--- config.mk ---
export PLATFORM = sky130hd
export DESIGN_NAME = gw_priv_unit
export DESIGN_NICKNAME = d
export VERILOG_FILES = /design/src/rtl/gw_priv_pkg.sv /design/src/rtl/gw_priv_ctrl.sv /design/src/rtl/gw_priv_dp.sv /design/src/rtl/gw_priv_unit.sv
export SDC_FILE = /design/constraint.sdc
export NUM_CORES = 1
export LEC_CHECK = 0
export CORE_AREA = 4 4 41 43
export CTS_CLUSTER_SIZE = 24
export DETAILED_ROUTE_END_ITERATION = 8
export DIE_AREA = 0 0 45 47
export SYNTH_ARGS = -nofsm -noshare
export SYNTH_HDL_FRONTEND = slang
export SYNTH_HIERARCHICAL = 1
export SYNTH_SLANG_ARGS = --single-unit
export TNS_END_PERCENT = 20
--- constraint.sdc ---
create_clock -name clk -period 1.9 [get_ports clk]
set_clock_uncertainty 0.2 [all_clocks]
set_input_delay 0.285 -clock clk [delete_from_list [all_inputs] [get_ports clk]]
set_output_delay 0.285 -clock clk [all_outputs]
set_load 0.01 [all_outputs]
--- src/rtl/gw_priv_pkg.sv ---
package gw_priv_pkg;
  parameter int NUM_LVL = 4;
  localparam int LVL_W = $clog2(NUM_LVL);

  typedef logic [LVL_W-1:0] lvl_t;

  typedef enum logic [1:0] {
    CAUSE_NONE  = 2'b00,
    CAUSE_GATE  = 2'b01,
    CAUSE_SPOOF = 2'b10
  } cause_e;

  typedef enum logic [1:0] {
    SEL_HOLD = 2'b00,
    SEL_PAGE = 2'b01,
    SEL_RET  = 2'b10
  } lvl_sel_e;

  typedef struct packed {
    lvl_sel_e lvlSel;
    logic     raiseFault;
    cause_e   cause;
    logic     redirect;
  } gw_strobes_t;
endpackage

--- src/rtl/gw_priv_ctrl.sv ---
module gw_priv_ctrl
  import gw_priv_pkg::*;
(
  input  logic        clk,
  input  logic        rstN,
  input  logic        gateStrobe,
  input  logic        gateKind,
  input  logic        pageGateOk,
  input  lvl_t        pageTargetLvl,
  input  logic        retStrobe,
  input  lvl_t        retLvl,
  input  lvl_t        curLvl,
  input  logic        faultQ,
  input  cause_e      causeQ,
  output gw_strobes_t strobes
);
  logic gateLegal;
  logic gatePromotes;
  logic retSpoof;

  assign gateLegal    = gateStrobe && pageGateOk;
  assign gatePromotes = pageTargetLvl < curLvl;
  assign retSpoof     = retLvl < curLvl;

  always_comb begin
    strobes = '{lvlSel: SEL_HOLD, raiseFault: 1'b0, cause: CAUSE_NONE, redirect: 1'b0};
    if (gateStrobe) begin
      if (!gateLegal) begin
        strobes.raiseFault = 1'b1;
        strobes.cause      = CAUSE_GATE;
      end else begin
        if (gatePromotes) strobes.lvlSel = SEL_PAGE;
        strobes.redirect = !gateKind;
      end
    end else if (retStrobe) begin
      if (retSpoof) begin
        strobes.raiseFault = 1'b1;
        strobes.cause      = CAUSE_SPOOF;
      end else begin
        strobes.lvlSel = SEL_RET;
      end
    end
  end

  AST_ILLEGAL_GATE: assert property (@(posedge clk) disable iff (!rstN)
    (gateStrobe && !pageGateOk) |=> (faultQ && causeQ == CAUSE_GATE));
  AST_SPOOF_RET: assert property (@(posedge clk) disable iff (!rstN)
    (retStrobe && !gateStrobe && retLvl < curLvl) |=> (faultQ && causeQ == CAUSE_SPOOF));
  AST_IDLE_CLEARS: assert property (@(posedge clk) disable iff (!rstN)
    (!gateStrobe && !retStrobe) |=> !faultQ);
endmodule

--- src/rtl/gw_priv_dp.sv ---
module gw_priv_dp
  import gw_priv_pkg::*;
(
  input  logic        clk,
  input  logic        rstN,
  input  gw_strobes_t strobes,
  input  lvl_t        pageTargetLvl,
  input  lvl_t        retLvl,
  input  logic        gateStrobe,
  output lvl_t        lvlQ,
  output logic        faultQ,
  output cause_e      causeQ,
  output logic        redirQ
);
  lvl_t lvlD;

  always_comb begin
    unique case (strobes.lvlSel)
      SEL_PAGE: lvlD = pageTargetLvl;
      SEL_RET:  lvlD = retLvl;
      default:  lvlD = lvlQ;
    endcase
  end

  always_ff @(posedge clk) begin
    if (!rstN) begin
      lvlQ   <= '0;
      faultQ <= 1'b0;
      causeQ <= CAUSE_NONE;
      redirQ <= 1'b0;
    end else begin
      lvlQ   <= lvlD;
      faultQ <= strobes.raiseFault;
      causeQ <= strobes.cause;
      redirQ <= strobes.redirect;
    end
  end

  AST_GATE_NO_DEMOTE: assert property (@(posedge clk) disable iff (!rstN)
    $past(gateStrobe) |-> (lvlQ <= $past(lvlQ)));
  AST_FAULT_KEEPS_LVL: assert property (@(posedge clk) disable iff (!rstN)
    faultQ |-> (lvlQ == $past(lvlQ)));
  AST_REDIRECT_CLEAN: assert property (@(posedge clk) disable iff (!rstN)
    redirQ |-> !faultQ);
  AST_CAUSE_IDLE: assert property (@(posedge clk) disable iff (!rstN)
    !faultQ |-> (causeQ == CAUSE_NONE));
endmodule

--- src/rtl/gw_priv_unit.sv ---
module gw_priv_unit
  import gw_priv_pkg::*;
(
  input  logic             clk,
  input  logic             rstN,
  input  logic             gateStrobe,
  input  logic             gateKind,
  input  logic             pageGateOk,
  input  logic [LVL_W-1:0] pageTargetLvl,
  input  logic             retStrobe,
  input  logic [LVL_W-1:0] retLvl,
  output logic [LVL_W-1:0] privLvl,
  output logic             fault,
  output logic [1:0]       faultCause,
  output logic             redirect
);
  gw_strobes_t strobes;
  lvl_t        lvlQ;
  logic        faultQ;
  cause_e      causeQ;
  logic        redirQ;

  gw_priv_ctrl u_ctrl (
    .clk(clk), .rstN(rstN),
    .gateStrobe(gateStrobe), .gateKind(gateKind), .pageGateOk(pageGateOk),
    .pageTargetLvl(pageTargetLvl), .retStrobe(retStrobe), .retLvl(retLvl),
    .curLvl(lvlQ), .faultQ(faultQ), .causeQ(causeQ), .strobes(strobes)
  );

  gw_priv_dp u_dp (
    .clk(clk), .rstN(rstN), .strobes(strobes),
    .pageTargetLvl(pageTargetLvl), .retLvl(retLvl), .gateStrobe(gateStrobe),
    .lvlQ(lvlQ), .faultQ(faultQ), .causeQ(causeQ), .redirQ(redirQ)
  );

  assign privLvl    = lvlQ;
  assign fault      = faultQ;
  assign faultCause = causeQ;
  assign redirect   = redirQ;

  AST_BOTH_GATE_WINS: assert property (@(posedge clk) disable iff (!rstN)
    (gateStrobe && retStrobe && pageGateOk && pageTargetLvl >= privLvl) |=> (privLvl == $past(privLvl) && !fault));
endmodule

=== Word level (Yosys, flattened, before mapping) ===
Index checks and enable logic that the tools add are counted.

* Output and inout bits: 6
* Register bits after elaboration: 6

* Reductions and logical operators: 4
* Equality and inequality tests: 2
* Order comparisons: 2
* Mux-type cells: 8

{| class="wikitable"
|+ Operators with widths
! cell !! number
|-
| 5-bit 2-to-1 mux || 2
|-
| 3-bit 2-to-1 mux || 2
|-
| 2-bit < comparator || 2
|-
| 2-bit case mux with 2 select lines || 1
|-
| 3-bit AND reduction || 1
|-
| 2-bit by 1-bit == test with 1-bit output, second input constant || 1
|-
| 2-bit == test, second input constant || 1
|-
| 1-bit 2-to-1 mux || 2
|-
| 2-bit 2-to-1 mux || 1
|-
| 2-bit nonzero test || 1
|-
| 1-bit logical AND || 1
|-
| 1-bit zero test || 1
|}

=== Longest topological paths before layout ===
* Word-level depth: 6
* Gate-level depth with buffers: 7

=== By module ===
The synthesis kept the hierarchy.

{| class="wikitable"
|+ By module, submodules not included
! module !! times used !! area each (um^2) !! cells an instance !! sequential area each (um^2)
|-
| gw_priv_dp || 1 || 216.5 || 18 || 120.1
|-
| gw_priv_ctrl || 1 || 115.1 || 15 || 0.0
|}

=== Worst setup path after synthesis ===
Ideal clock, no wire load.

* Path type: register to register
* From: reg u_dp.lvlQ[1]
* To: reg u_dp.lvlQ[0]
* Buffers on the path: 0
* Library setup time: 0.116 ns
* Path slack: -0.122 ns
* Stages on the path, launching flop included: 8
* Arrival time: 1.706 ns
* Period minus slack after synthesis: 2.022 ns
* Cells stage by stage: dfxtp_1 inv_1 ha_1 a21boi_2 o21ba_1 ha_1 mux2_1 o211a_1

{| class="wikitable"
|+ RTL lines
! element !! RTL line !! RTL
|-
| start, declared || gw_priv_dp.sv:10 || <nowiki>output lvl_t lvlQ,</nowiki>
|-
| start signal, assigned || gw_priv_dp.sv:32 || <nowiki>lvlQ <= lvlD;</nowiki>
|}

==> reports/results.ini <==
[run_status]
outcome=complete, but fails checks
violations=negative setup slack

[setup_path]
startpoint_type=flop
end_kind=flop
required_ns=1.84
critical_path_class=flop to flop
crit_arrival_ns=1.87
crit_fanout=2

[power_and_ir_drop]
irDropWorstVdd_uv=306
combPwrFrac_pct=37.3
clkPwrFrac_pct=28.7
total_power_w=0.000423
p_leak_nw=0.288
p_int_w=0.000309
sequentialPowerShare_pct=33.9
cellPowerDensity_mw_per_mm2=649
switching_share_pct=26.8
switchingPower_w=0.000113

[job]
drv_cap=0

[detailed_routing]
vias=349
drc=0
final_antenna_net_count=0
drt-vias-per-instance=4.65
wire_per_inst_um=11.8
routed_wl_um=888
drt-pass1-iter-count=4
drt_iter0_drc=8

[worst_hold_path]
min_path_type=primary input to flop

[place]
place_congestion=0.658
dp_hpwl_um=668
io_buffers=15

[logic_synthesis]
ys_ff_latch=6
synthTopCellsByArea=dfxtp_1 36%, ha_1 11%, and2_1 7.5%, mux2_1 6.8%, o211a_1 6.0%
synth_top_area_cell=dfxtp_1
ys_warn_count=6
syn_inst=33
syn-num-nets=46
avgSynthCellArea_sq_um=10.0
yosysUniqueCellTypes=15
synth_top_area_share_pct=36.2
syn_area_sq_um=332
ys_seq_area_share_pct=36.2

[grt]
grt_max_degree=7
antenna_found_initial=0
grt_pass1_wl_mm=1.50
grt_usage_pct=10.3
grt.met1_usage_pct=8.88
grt_use_met2_pct=20.3
overflow=0
top_usage_layer=met2
grt_pass1_vias=382
grt_util_met3_pct=6.13

[final_layout]
antenna_cells=0
finish.net_count=75
area_growth_syn_to_layout_pct=96.2
layout_commonest_cell=clkdlybuf4s50_1
layout_common_cells=13 x clkdlybuf4s50_1, 9 x buf_4, 5 x dfxtp_1
drive_gt1_share_pct=40.0

[timing]
max_freq_mhz=518
setup_violations=2
hold_viol=0
fin_crit_sh_pct=102
max-slew-margin-rel_pct=86.9
min_period_ns=1.93
fin_ws_ns=-0.0322
slew_violations=0
worst_pin_slew_ns=0.196
rsz0062_at_grt=yes
whs_ns=0.391

[clock_network]
cts_buffer_depth=2
cts.clk_slew.worst_paths_ns=0.05
cts_max_level=1
clk_latency_ns=0.25
cts_sinks=6
cts_tree=built
cts-root-buf=clkbuf_4
cts_inserted_buffers=3

[floorplanning]
die_width_um=45
rows=13
io_pins=16
die_area_sq_mm=0.00212
start_util_pct=25.5
die_y_um=47
coreArea_sq_mm=0.00130

-- worst max-delay path: stages (launching register included) --
cell	delay [ns]
dfxtp_2	0.34
inv_4	0.05
ha_4	0.23
a21boi_4	0.14
o21ba_4	0.21
ha_4	0.17
mux2_4	0.29
o211a_1	0.20
-- cells in the mapped netlist, drive strengths merged --
cell type  instances
a211oi             1
a21boi             1
and2               4
dfxtp              6
ha                 3
inv                4
mux2               2
nand2              2
nand2b             3
nor2               2
nor3               1
o211a              2
o21ba              1
o32ai              1
-- power by group through the flow --
stage	combinational, W	sequential [W]	clock, W
2_1_floorplan	0.0000537	0.000149	0
3_3_place_gp	0.000123	0.000144	0
3_5_place_dp	0.000126	0.000144	0
4_1_cts	0.000152	0.000143	0.000127
5_1_grt	0.000174	0.000144	0.000132
6_report	0.000158	0.000143	0.000121
-- timing repair --
action	CTS	global route
pin swaps	5	2
resized for setup	11	0
setup buffers	1	1
hold buffers	0	0
setup endpoints to repair	2	2
-- final timing paths --
kind              cells after the start                         to                 startpoint  slack [ns]
setup / recovery                      7  u_dp/lvlQ[1]$_SDFFE_PN0P_  u_dp/lvlQ[1]$_SDFFE_PN0P_       -0.03
setup reg to reg                      7  u_dp/lvlQ[1]$_SDFFE_PN0P_  u_dp/lvlQ[1]$_SDFFE_PN0P_       -0.03
hold reg to reg                       2  u_dp/lvlQ[0]$_SDFFE_PN0P_  u_dp/lvlQ[0]$_SDFFE_PN0P_        0.47
hold / removal                        3  u_dp/lvlQ[1]$_SDFFE_PN0P_                  retLvl[1]        0.39
-- stage by stage --
step | cells | util, % | worst slack (ns) | TNS [ns] | area, sq um
after floorplan | 33 | - | -0.0489 | -0.0954 | 343
after global placement | 70 | 43.4 | -0.423 | -0.837 | 564
after detailed placement | 70 | 43.4 | -0.443 | -0.904 | 564
after CTS | 74 | 49.4 | -0.0571 | -0.107 | 643
after global routing | 75 | 50.0 | -0.0696 | -0.132 | 651
final | 75 | 50.0 | -0.0322 | -0.0597 | 651
-- cell type report --
type | instances | area (sq um)
well taps | 15 | 18.8
fillers | 131 | 651
repair buffers | 24 | 215
multi-input cells | 23 | 255
flip-flops and latches | 6 | 121
inverters | 4 | 17.5
clock buffers | 3 | 22.5
-- per-layer routing --
metal  part of all wire (%)  wire length, um
met1                     37              330
met2                     50              446
met3                     11              100
met4                    1.2               11
met5                      0                0
-- cell families (layout without fill, tap and decap cells) --
family          count (synthesis)  after routing  share of synthesized area, %
flops                           6              6                          36.2
mux                             2              2                          6.79
fa+ha+maj                       3              3                          11.3
compound gates                  6              6                          21.1
simple gates                   12             12                          20.0
buf+inv                         4             31                          4.53
-- state kept, by name (all words and copies together), names as in the netlist --
register     count
u_dp/lvlQ        2
u_dp/causeQ      2
u_dp/faultQ      1
u_dp/redirQ      1
(Power assumes the default switching activity.)
